[config.mk]
export PLATFORM = sky130hd
export DESIGN_NAME = intv_timer
export DESIGN_NICKNAME = d
export VERILOG_FILES = /design/src/rtl/intv_pkg.sv /design/src/rtl/intv_prescaler.sv /design/src/rtl/intv_counter.sv /design/src/rtl/intv_irq_wait.sv /design/src/rtl/intv_timer.sv
export SDC_FILE = /design/constraint.sdc
export NUM_CORES = 1
export LEC_CHECK = 0
export BUFFER_PORTS_ARGS = -buffer_cell sky130_fd_sc_hd__buf_2
export CAP_MARGIN = 10
export CORE_ASPECT_RATIO = 0.8
export CORE_MARGIN = 4
export CORE_UTILIZATION = 53
export DETAILED_ROUTE_END_ITERATION = 8
export GPL_TIMING_DRIVEN = 1
export PLACE_DENSITY = 0.77
export SLEW_MARGIN = 40
export SYNTH_ARGS = -nofsm -noshare
export SYNTH_HDL_FRONTEND = slang
export SYNTH_SLANG_ARGS = --single-unit
[constraint.sdc]
create_clock -name clk -period 2.6 [get_ports clk]
set_input_delay 0.26 -clock clk [delete_from_list [all_inputs] [get_ports clk]]
set_output_delay 0.26 -clock clk [all_outputs]
set_load 0.1 [all_outputs]
[src/rtl/intv_pkg.sv]
// Shared types and helpers for the interval timer.
// Assumes exactly four prescaler taps, selected by a two-bit field.
package intv_pkg;

    typedef logic [1:0] tap_sel_t;

    localparam tap_sel_t TAP_SEL_SLOWEST = 2'd3;

    // Mode write word: restart flag above the tap select
    typedef struct packed {
        logic     restart;
        tap_sel_t sel;
    } mode_word_t;

    // Largest of four tap exponents, used to size the prescaler
    function automatic int max_of4(input int a, input int b, input int c, input int d);
        int m;
        m = a;
        if (b > m) m = b;
        if (c > m) m = c;
        if (d > m) m = d;
        return m;
    endfunction

endpackage

[src/rtl/intv_prescaler.sv]
// Free-running prescaler that emits one-cycle ticks at the chosen tap.
// A tick is high in the last cycle of every 2^TAPk cycles, counted from a clear.
// Assumes the tap exponents are at least 1 and no larger than 31.
module intv_prescaler
    import intv_pkg::*;
#(
    parameter int TAP0 = 5,
    parameter int TAP1 = 7,
    parameter int TAP2 = 9,
    parameter int TAP3 = 12
) (
    input  logic     clk,
    input  logic     rst_n,
    input  logic     clr,
    input  tap_sel_t sel,
    output logic     tick
);
    localparam int PRE_W = max_of4(TAP0, TAP1, TAP2, TAP3);
    localparam int NUM_TAPS = 4;
    localparam int TAP_A [NUM_TAPS] = '{TAP0, TAP1, TAP2, TAP3};

    logic [PRE_W-1:0]    pre_q;
    logic [NUM_TAPS-1:0] tap_hit;

    // Advance the prescaler, restarting from zero on clear
    always_ff @(posedge clk) begin
        if (!rst_n || clr) pre_q <= '0;
        else               pre_q <= pre_q + 1'b1;
    end

    // One decode per tap: low TAPk bits all ones
    for (genvar g = 0; g < NUM_TAPS; g++) begin : g_tap
        localparam logic [PRE_W-1:0] MSK = PRE_W'((64'd1 << TAP_A[g]) - 64'd1);
        assign tap_hit[g] = ((pre_q & MSK) == MSK);
    end

    // Route the selected tap's decode to the counter
    always_comb tick = tap_hit[sel];

endmodule

[src/rtl/intv_counter.sv]
// Interval counter that advances on each prescaler tick and reports its wrap.
// A clear has priority over a tick; a wrap is never reported during a clear.
module intv_counter #(
    parameter int CNT_W = 8
) (
    input  logic             clk,
    input  logic             rst_n,
    input  logic             clr,
    input  logic             tick,
    output logic [CNT_W-1:0] count,
    output logic             ovf
);
    // Wrap happens when a tick meets the all-ones count
    always_comb ovf = tick && (&count) && !clr;

    // Count ticks, with clear taking priority
    always_ff @(posedge clk) begin
        if (!rst_n || clr) count <= '0;
        else if (tick)     count <= count + 1'b1;
    end

endmodule

[src/rtl/intv_irq_wait.sv]
// Interrupt request flag and standby-release wait tracking.
// When a wrap and an acknowledge arrive together, the flag stays set.
// A wake request arms the wait; the next wrap after it gives a one-cycle done pulse.
module intv_irq_wait (
    input  logic clk,
    input  logic rst_n,
    input  logic ovf,
    input  logic irq_ack,
    input  logic wake_req,
    output logic irq,
    output logic wait_done
);
    logic armed_q;

    // Interrupt flag: set on wrap, cleared by acknowledge, set has priority
    always_ff @(posedge clk) begin
        if (!rst_n)       irq <= 1'b0;
        else if (ovf)     irq <= 1'b1;
        else if (irq_ack) irq <= 1'b0;
    end

    // Wait arming: a request on a wrap edge waits for the following wrap
    always_ff @(posedge clk) begin
        if (!rst_n) armed_q <= 1'b0;
        else        armed_q <= wake_req || (armed_q && !ovf);
    end

    // Done pulse on the first wrap seen while armed
    always_ff @(posedge clk) begin
        if (!rst_n) wait_done <= 1'b0;
        else        wait_done <= armed_q && ovf;
    end

endmodule

[src/rtl/intv_timer.sv]
// Top of the interval timer with standby wait.
// Holds the mode register and connects the prescaler, the counter and the flag/wait logic.
// Assumes mode writes, acknowledges and wake requests are single-clock strobes
// synchronous to clk.
module intv_timer
    import intv_pkg::*;
#(
    parameter int CNT_W = 8,
    parameter int TAP0  = 5,
    parameter int TAP1  = 7,
    parameter int TAP2  = 9,
    parameter int TAP3  = 12
) (
    input  logic             clk,
    input  logic             rst_n,
    input  logic             mode_we,
    input  logic [2:0]       mode_wdata,
    input  logic             irq_ack,
    input  logic             wake_req,
    output logic [CNT_W-1:0] count,
    output logic [2:0]       mode_rd,
    output logic             irq,
    output logic             wait_done
);
    mode_word_t wr;
    tap_sel_t   sel_q;
    logic       restart;
    logic       tick;
    logic       ovf;

    // Decode the write word into its restart flag and select field
    always_comb begin
        wr      = mode_word_t'(mode_wdata);
        restart = mode_we && wr.restart;
    end

    // Mode register: only the select is stored, restart is a one-shot
    always_ff @(posedge clk) begin
        if (!rst_n)       sel_q <= TAP_SEL_SLOWEST;
        else if (mode_we) sel_q <= wr.sel;
    end

    // Readback shows the select, with restart always 0
    always_comb mode_rd = {1'b0, sel_q};

    intv_prescaler #(
        .TAP0(TAP0), .TAP1(TAP1), .TAP2(TAP2), .TAP3(TAP3)
    ) u_pre (
        .clk  (clk),
        .rst_n(rst_n),
        .clr  (restart),
        .sel  (sel_q),
        .tick (tick)
    );

    intv_counter #(.CNT_W(CNT_W)) u_cnt (
        .clk  (clk),
        .rst_n(rst_n),
        .clr  (restart),
        .tick (tick),
        .count(count),
        .ovf  (ovf)
    );

    intv_irq_wait u_iw (
        .clk      (clk),
        .rst_n    (rst_n),
        .ovf      (ovf),
        .irq_ack  (irq_ack),
        .wake_req (wake_req),
        .irq      (irq),
        .wait_done(wait_done)
    );

endmodule

==> impl_metrics.ini, run 1 <==
[worst_setup_path]
worst-endpoint-required_ns = 2.84
worst_path_most_repeated_cell = ha_1
critPathTopFamily = simple AND/OR/NAND/NOR gates
worst_path_max_delay_cell = or3_1
critPathMaxFanout = 14
worstReg2RegStart = u_pre.pre_q[0]
rrSetupSlack_ns = 0.23
r2r-end = u_cnt.count[6]
startpoint_type = register
cp.depth = 9
worstRegToRegCells = 9
cp-startpoint = u_pre.pre_q[0]
path_cells = ha_1 > nand3_1 > nor2_1 > ha_1 > mux2i_1 > o22ai_1 > nand3_2 > or3_1 > a21oi_1
max_stage_delay_ns = 0.42
endpoint = u_cnt.count[6]
end_kind = register
crit_buf_inv = 0
cp.arrival_ns = 2.61
crit_type = reg2reg

[global_routing]
grt_pass1_wl_um = 3710
antenna_found_initial = 0
grt_max_degree = 17
grt-ovfl-total = 0
grt_pass1_vias = 859
grtUsageTotal_pct = 16.1

[finish]
stdcell_count = 167
nets = 156
n_antenna_cell = 0
design_area_sq_um = 1240
syn_to_final_growth_pct = 12.2
drive_gt1_share_pct = 17.5

[timing]
slew_headroom_pct = 62.1
hold_violations = 0
period_needed_ns = 2.37
fmax_mhz = 423
worst_pin_slew_ns = 0.567
setup_tns_ns = 0
finalSetupViolations = 0
finalCritPeriodShare_pct = 91.0
slew_viol_final = 0
clock_skew_ns = 0.00442
rsz0062_at_grt = no

[synth]
ys_seq_elements = 25
yosys-top-cells-area = dfxtp_1 45%, xor2_1 7.1%, nor2_1 5.1%
syn_nets = 135
yosys.area_share.simple_pct = 26.9
synthFlopType = dfxtp_1
synth_fa_ha_area_share_pct = 4.52
synth_cells = 123
synth_top_cell_area_share_pct = 45.2
syn_area_sq_um = 1110
synthMuxAreaShare_pct = 2.71
synthXorXnorAreaFrac_pct = 8.70
ys_top_cells_by_count = 25 x dfxtp_1, 15 x nor2_1, 11 x nand3_1
synth_edf_count = 0
synth_cell_types = 31
yosysWarnings = 0
synth_top_family_by_area = simple AND/OR/NAND/NOR gates
yosysSeqAreaShare_pct = 45.2
post-synth-top-count-cell = dfxtp_1
synth_top_area_cell = dfxtp_1
synth-compound-area-share_pct = 9.15
synthArstFlopShare_pct = 0
syn_area_per_cell_sq_um = 9.00

[routing]
first_iter_violations = 39
vias = 935
drt-pass1-iter-count = 4
post-route-drc-count = 0
ant_nets = 0
wirelength_um = 2200
wl_per_cell_um = 13.2
viasPerCell = 5.60

[cts]
worst_setup_hold_path_clk_slew_ns = 0.13
cts_setup_buffers = 0
hold_buffers = 0
h-tree-depth = 1
cts_buffer_depth = 2
cts_resized = 0
cts_made_buffers = 3
cts_tree = yes
clock-root-buffer = clkbuf_4
clock_latency_ns = 0.31
cts_sinks = 25

[worst_hold_path]
min_path_type = in2reg

[run_status]
status = finished, final reports clean

[die]
core_sq_um = 1930
die_area_sq_um = 2890
die_w_um = 59.1
io_pins = 21
die_y_um = 48.9
rows = 14
initial_core_util_pct = 57.5

[power_and_ir_drop]
vdd_ir_drop_max_mv = 0.422
p_leak_nw = 0.538
p_per_area_nw_per_um2 = 493

[placed_design]
dp_hpwl_um = 1650
port_buffers = 19
post_dp_cell_area_sq_um = 1220
gp_congestion = 0.835
dp.cells = 163

[run]
cap_violations = 0
==> kinds of logic (layout without fill, tap and decap cells) <==
group / Yosys count / after routing
other: 1 / 1
AND/OR/NAND/NOR: 57 / 57
adder cells (fa/ha/maj): 4 / 4
flip-flops: 25 / 25
AO/OA/AOI/OAI: 16 / 16
XOR/XNOR: 11 / 11
buffers and inverters: 6 / 26
multiplexers: 3 / 3
==> layout make-up <==
class | instances | area, sq um
Tap cell | 24 | 30.0
Timing Repair Buffer | 19 | 95.1
Multi-Input combinational cell | 92 | 579
Inverter | 3 | 11.3
Fill cell | 156 | 684
Clock buffer | 4 | 26.3
Sequential cell | 25 | 500
==> registers in the layout, summed over array words and instances (netlist names) <==
signal          count
u_iw.wait_done      1
u_cnt.count         8
sel_q               2
u_iw.irq            1
u_pre.pre_q        12
u_iw.armed_q        1
==> per-stage QoR <==
step	worst slack (ns)	hold WS, ns	total power [mW]	util (%)
6_report	0.233	0.165	0.612	64.5
4_1_cts	0.253	0.156	0.619	64.5
3_5_place_dp	0.275	0.470	0.454	63.1
5_1_grt	0.0254	0.147	0.642	64.5
2_1_floorplan	0.490	0.322	0.440	-
3_3_place_gp	0.430	0.454	0.452	63.1
==> power breakdown <==
group          internal (mW)  switching [mW]  total, mW
clock network         0.0599           0.107      0.166
registers              0.389         0.00702      0.396
logic                 0.0126          0.0371     0.0497
total                  0.461           0.151      0.612
==> tightest hold or removal path, cell delays in order <==
cell and delay [ns]:
buf_2 0.08, mux2i_1 0.05, nand2_1 0.06
==> routing by layer <==
| layer | part of all wire [%] | up-vias | global-route usage (%) |
|---|---|---|---|
| li1 | - | 473 | - |
| met1 | 50 | 431 | 23.2 |
| met2 | 42 | 29 | 23.3 |
| met3 | 7.4 | 2 | 4.76 |
| met4 | 0.59 | 0 | 3.40 |
| met5 | 0 | - | 0 |
==> worst min path at each step <==
stage	depth (start not counted)	start	slack, ns	end
after floorplan	1	rst_n	0.32	sel_q[0]
after global placement	1	u_pre.pre_q[0]	0.45	u_pre.pre_q[0]
after detailed placement	1	u_pre.pre_q[0]	0.47	u_pre.pre_q[0]
after CTS	3	mode_wdata[1]	0.16	sel_q[1]
after global routing	3	mode_wdata[0]	0.15	sel_q[0]
final	3	mode_wdata[0]	0.16	sel_q[0]
==> layout by cell type (no fill, tap or decap), types with 2 or more instances in the layout <==
cell type  instances
and4_1             2
nor2_1            15
o21ai_1            5
xor2_1             9
buf_2             19
nand3_1           11
nand4_1            4
mux2i_1            3
ha_1               4
a21oi_1            5
and3_1             6
clkbuf_4           3
nand2_1            9
dfxtp_1           25
xnor2_1            2
inv_1              3
or3_1              4
Power figures use the tool's default switching activity.
==> inputs of run 2 (changes only) <==
BUFFER_PORTS_ARGS = -buffer_cell sky130_fd_sc_hd__buf_4   (was -buffer_cell sky130_fd_sc_hd__buf_2)
==> impl_metrics.ini, run 2 (synthesis results as in run 1) <==
[run_status]
status = finished, final reports clean

[routing]
first_iter_violations = 34
drt-pass1-iter-count = 4
wl_per_cell_um = 13.7
viasPerCell = 5.71
vias = 954
ant_nets = 0
wirelength_um = 2290
post-route-drc-count = 0

[cts]
cts_sinks = 25
worst_setup_hold_path_clk_slew_ns = 0.13
h-tree-depth = 1
cts_tree = yes
cts_setup_buffers = 0
cts_resized = 0
cts_buffer_depth = 2
hold_buffers = 0
clock_latency_ns = 0.32
cts_made_buffers = 3
clock-root-buffer = clkbuf_4

[worst_setup_path]
cp.arrival_ns = 2.61
end_kind = register
crit_type = reg2reg
worst-endpoint-required_ns = 2.84
startpoint_type = register
critPathMaxFanout = 14

[timing]
clock_skew_ns = 0.00826
worst_pin_slew_ns = 0.545
hold_violations = 0
rsz0062_at_grt = no
setup_tns_ns = 0
final.setup.worst_slack_ns = 0.231
period_needed_ns = 2.37
finalCritPeriodShare_pct = 91.1
slew_headroom_pct = 63.6
fmax_mhz = 422
slew_viol_final = 0
finalSetupViolations = 0

[die]
die_w_um = 59.1
die_y_um = 48.9
initial_core_util_pct = 57.5
io_pins = 21
rows = 14
die_area_sq_um = 2890
core_sq_um = 1930

[worst_hold_path]
min_path_type = in2reg

[global_routing]
grt_max_degree = 17
antenna_found_initial = 0
grt-ovfl-total = 0
grt_pass1_vias = 917
grtUsageTotal_pct = 17.6
grt_pass1_wl_um = 3990

[placed_design]
gp_congestion = 0.785
pre_cts_slack_ns = 0.241
port_buffers = 19
dp_hpwl_um = 1740

[finish]
regMostFlops = u_pre.pre_q
fill_cells = 170
nets = 156
mostFrequentLayoutCells = 25 x dfxtp_1, 19 x buf_4, 15 x nor2_1
layout.area.seq_sq_um = 500
mostFrequentLayoutCell = dfxtp_1
utilization_pct = 66.9
syn_to_final_growth_pct = 16.5
multi_input_area_sq_um = 579
n_antenna_cell = 0
drive_gt1_share_pct = 17.5
top_regs = u_pre.pre_q: 12 flops, u_cnt.count: 8 flops, sel_q: 2 flops
largest_reg_flops = 12

[power_and_ir_drop]
vdd_ir_drop_max_mv = 0.359
p_per_area_nw_per_um2 = 479
p_leak_nw = 0.546

[run]
cap_violations = 0
## run 2: cell counts in the layout (fill, tap and decap cells not counted)
No cell type changed its count.
## run 2: through the flow
| step | power (mW) | instances | cell area (sq um) | hold WS [ns] |
|---|---|---|---|---|
| finish | 0.618 | 167 | 1290 | 0.148 |
| CTS | 0.626 | 167 | 1290 | 0.145 |
| global placement | 0.457 | 163 | 1260 | 0.455 |
| global route | 0.648 | 167 | 1290 | 0.142 |
| detailed placement | 0.458 | 163 | 1260 | 0.468 |
| floorplan | 0.440 | 123 | 1110 | 0.322 |
## run 2: power breakdown
part	internal (mW)	leakage, nW	switching, mW
Combinational	0.0168	0.329	0.0369
Clock	0.0601	0.0150	0.108
Sequential	0.389	0.203	0.00717
## run 2: path summary, 6_finish.rpt
check / start / slack [ns] / end / depth (start not counted)
setup / recovery: u_pre.pre_q[0] / 0.23 / u_cnt.count[5] / 9
hold / removal: mode_wdata[0] / 0.15 / sel_q[0] / 3
setup reg to reg: u_pre.pre_q[0] / 0.23 / u_cnt.count[5] / 9
hold reg to reg: u_pre.pre_q[0] / 0.49 / u_pre.pre_q[0] / 1
## run 2: routing by layer
layer | vias up | global-route usage [%] | share of wire [%]
met2 | 33 | 26.1 | 42
li1 | 473 | - | -
met5 | - | 0 | 0
met3 | 6 | 5.56 | 8.8
met4 | 0 | 6.04 | 1.4
met1 | 442 | 23.8 | 48
## run 2: final cells by class
class,count,area share (%)
repair buffers,19,11.1
well taps,24,2.33
flip-flops and latches,25,38.8
multi-input cells,92,44.9
inverters,3,0.873
clock buffers,4,2.04
## run 2: critical path, stage by stage (launching register included)
cell     delay, ns
dfxtp_1       0.41
ha_1          0.23
nand3_1       0.15
nor2_1        0.15
ha_1          0.17
mux2i_1       0.07
o22ai_1       0.26
nand3_2       0.29
or3_1         0.42
a21oi_1       0.14
==> inputs of run 3 (changes only) <==
RECOVER_POWER = 100   (was default)
==> impl_metrics.ini, run 3 (synthesis results as in run 1) <==
[run_status]
status = finished, final reports clean

[timing]
period_needed_ns = 2.37
rsz0062_at_grt = no
setup_tns_ns = 0
slew_headroom_pct = 21.6
clock_skew_ns = 0.00900
slew_viol_final = 0
whs_ns = 0.147
hold_violations = 0
worst_pin_slew_ns = 1.18
finalCritPeriodShare_pct = 91.1
fmax_mhz = 422
finalSetupViolations = 0

[worst_setup_path]
end_kind = register
max_stage_delay_ns = 0.42
crit_type = reg2reg
worst_path_most_repeated_cell = ha_1
worst-endpoint-required_ns = 2.84
startpoint_type = register
cp.arrival_ns = 2.61
worstRegToRegCells = 9
path_cells = ha_1 > nand3_1 > nor2_1 > ha_1 > mux2i_1 > o22ai_1 > nand3_2 > or3_1 > a21oi_1
cp.depth = 9
crit_buf_inv = 0
critPathTopFamily = simple AND/OR/NAND/NOR gates
worst_path_max_delay_cell = or3_1
critPathMaxFanout = 14
r2r-end = u_cnt.count[5]
worstReg2RegStart = u_pre.pre_q[0]
rrSetupSlack_ns = 0.23

[routing]
wirelength_um = 2300
first_iter_violations = 43
wl_per_cell_um = 13.7
vias = 954
drt-pass1-iter-count = 4
post-route-drc-count = 0
ant_nets = 0
viasPerCell = 5.71

[finish]
largest_reg_flops = 12
drive_gt1_share_pct = 8.39
layout.area.seq_sq_um = 500
design_area_sq_um = 1240
mostFrequentLayoutCell = dfxtp_1
n_antenna_cell = 0
mostFrequentLayoutCells = 25 x dfxtp_1, 15 x nor2_1, 14 x clkbuf_1
utilization_pct = 64.4
syn_to_final_growth_pct = 12.1
regMostFlops = u_pre.pre_q
fill_cells = 179
multi_input_area_sq_um = 579
nets = 156
top_regs = u_pre.pre_q: 12 flops, u_cnt.count: 8 flops, sel_q: 2 flops

[placed_design]
port_buffers = 19
gp_congestion = 0.785
dp_hpwl_um = 1740
post_dp_cell_area_sq_um = 1260

[global_routing]
grt_pass1_wl_um = 3990
grt-ovfl-total = 0
antenna_found_initial = 0
grt_max_degree = 17
grtUsageTotal_pct = 17.6
grt_pass1_vias = 917

[cts]
cts_buffer_depth = 2
cts_made_buffers = 3
clock-root-buffer = clkbuf_4
cts_resized = 0
h-tree-depth = 1
worst_setup_hold_path_clk_slew_ns = 0.13
cts_setup_buffers = 0
hold_buffers = 0
cts_tree = yes
cts_sinks = 25
clock_latency_ns = 0.32

[run]
cap_violations = 0

[die]
die_area_sq_um = 2890
initial_core_util_pct = 57.5
die_w_um = 59.1
die_y_um = 48.9
core_sq_um = 1930
rows = 14
io_pins = 21

[worst_hold_path]
min_from = mode_wdata[0]
whs_path_depth = 3
min_path_type = in2reg
hold_end = sel_q[0]

[power_and_ir_drop]
p_per_area_nw_per_um2 = 496
p_leak_nw = 0.493
vdd_ir_drop_max_mv = 0.360
finalPower_mw = 0.616
-- run 3: worst reg2reg max path: stages (launching register included) --
cell     delay, ns
dfxtp_1       0.41
ha_1          0.23
nand3_1       0.15
nor2_1        0.15
ha_1          0.17
mux2i_1       0.07
o22ai_1       0.27
nand3_2       0.29
or3_1         0.42
a21oi_1       0.14
-- run 3: stage by stage --
stage	setup slack [ns]	cells
2_1_floorplan	0.490	123
3_3_place_gp	0.421	163
3_5_place_dp	0.241	163
4_1_cts	0.232	167
5_1_grt	0.00445	167
6_report	0.231	167
-- run 3: worst max path at each step --
stage                               from              to  slack, ns
after floorplan                 sel_q[0]    u_iw.armed_q       0.49
after global placement    u_pre.pre_q[0]  u_cnt.count[5]       0.42
after detailed placement  u_pre.pre_q[0]  u_cnt.count[6]       0.24
after CTS                 u_pre.pre_q[0]  u_cnt.count[7]       0.23
after global routing      u_pre.pre_q[0]  u_cnt.count[7]      0.004
final                     u_pre.pre_q[0]  u_cnt.count[5]       0.23
-- run 3: layout make-up --
type	instances	share of cell area, %
clock buffers	4	2.12
inverters	3	0.907
multi-input cells	92	46.7
flip-flops and latches	25	40.3
well taps	24	2.42
repair buffers	19	7.56
-- run 3: where the power goes --
part	total (mW)	switching, mW	leakage [nW]	internal, mW
Clock	0.168	0.108	0.0150	0.0601
Combinational	0.0514	0.0369	0.276	0.0145
Sequential	0.396	0.00710	0.203	0.389
-- run 3: layer usage --
metal | part of all wire (%) | GRT usage (%)
met1 | 49 | 23.8
met4 | 1.4 | 6.04
met3 | 8.5 | 5.56
met5 | 0 | 0
met2 | 41 | 26.1
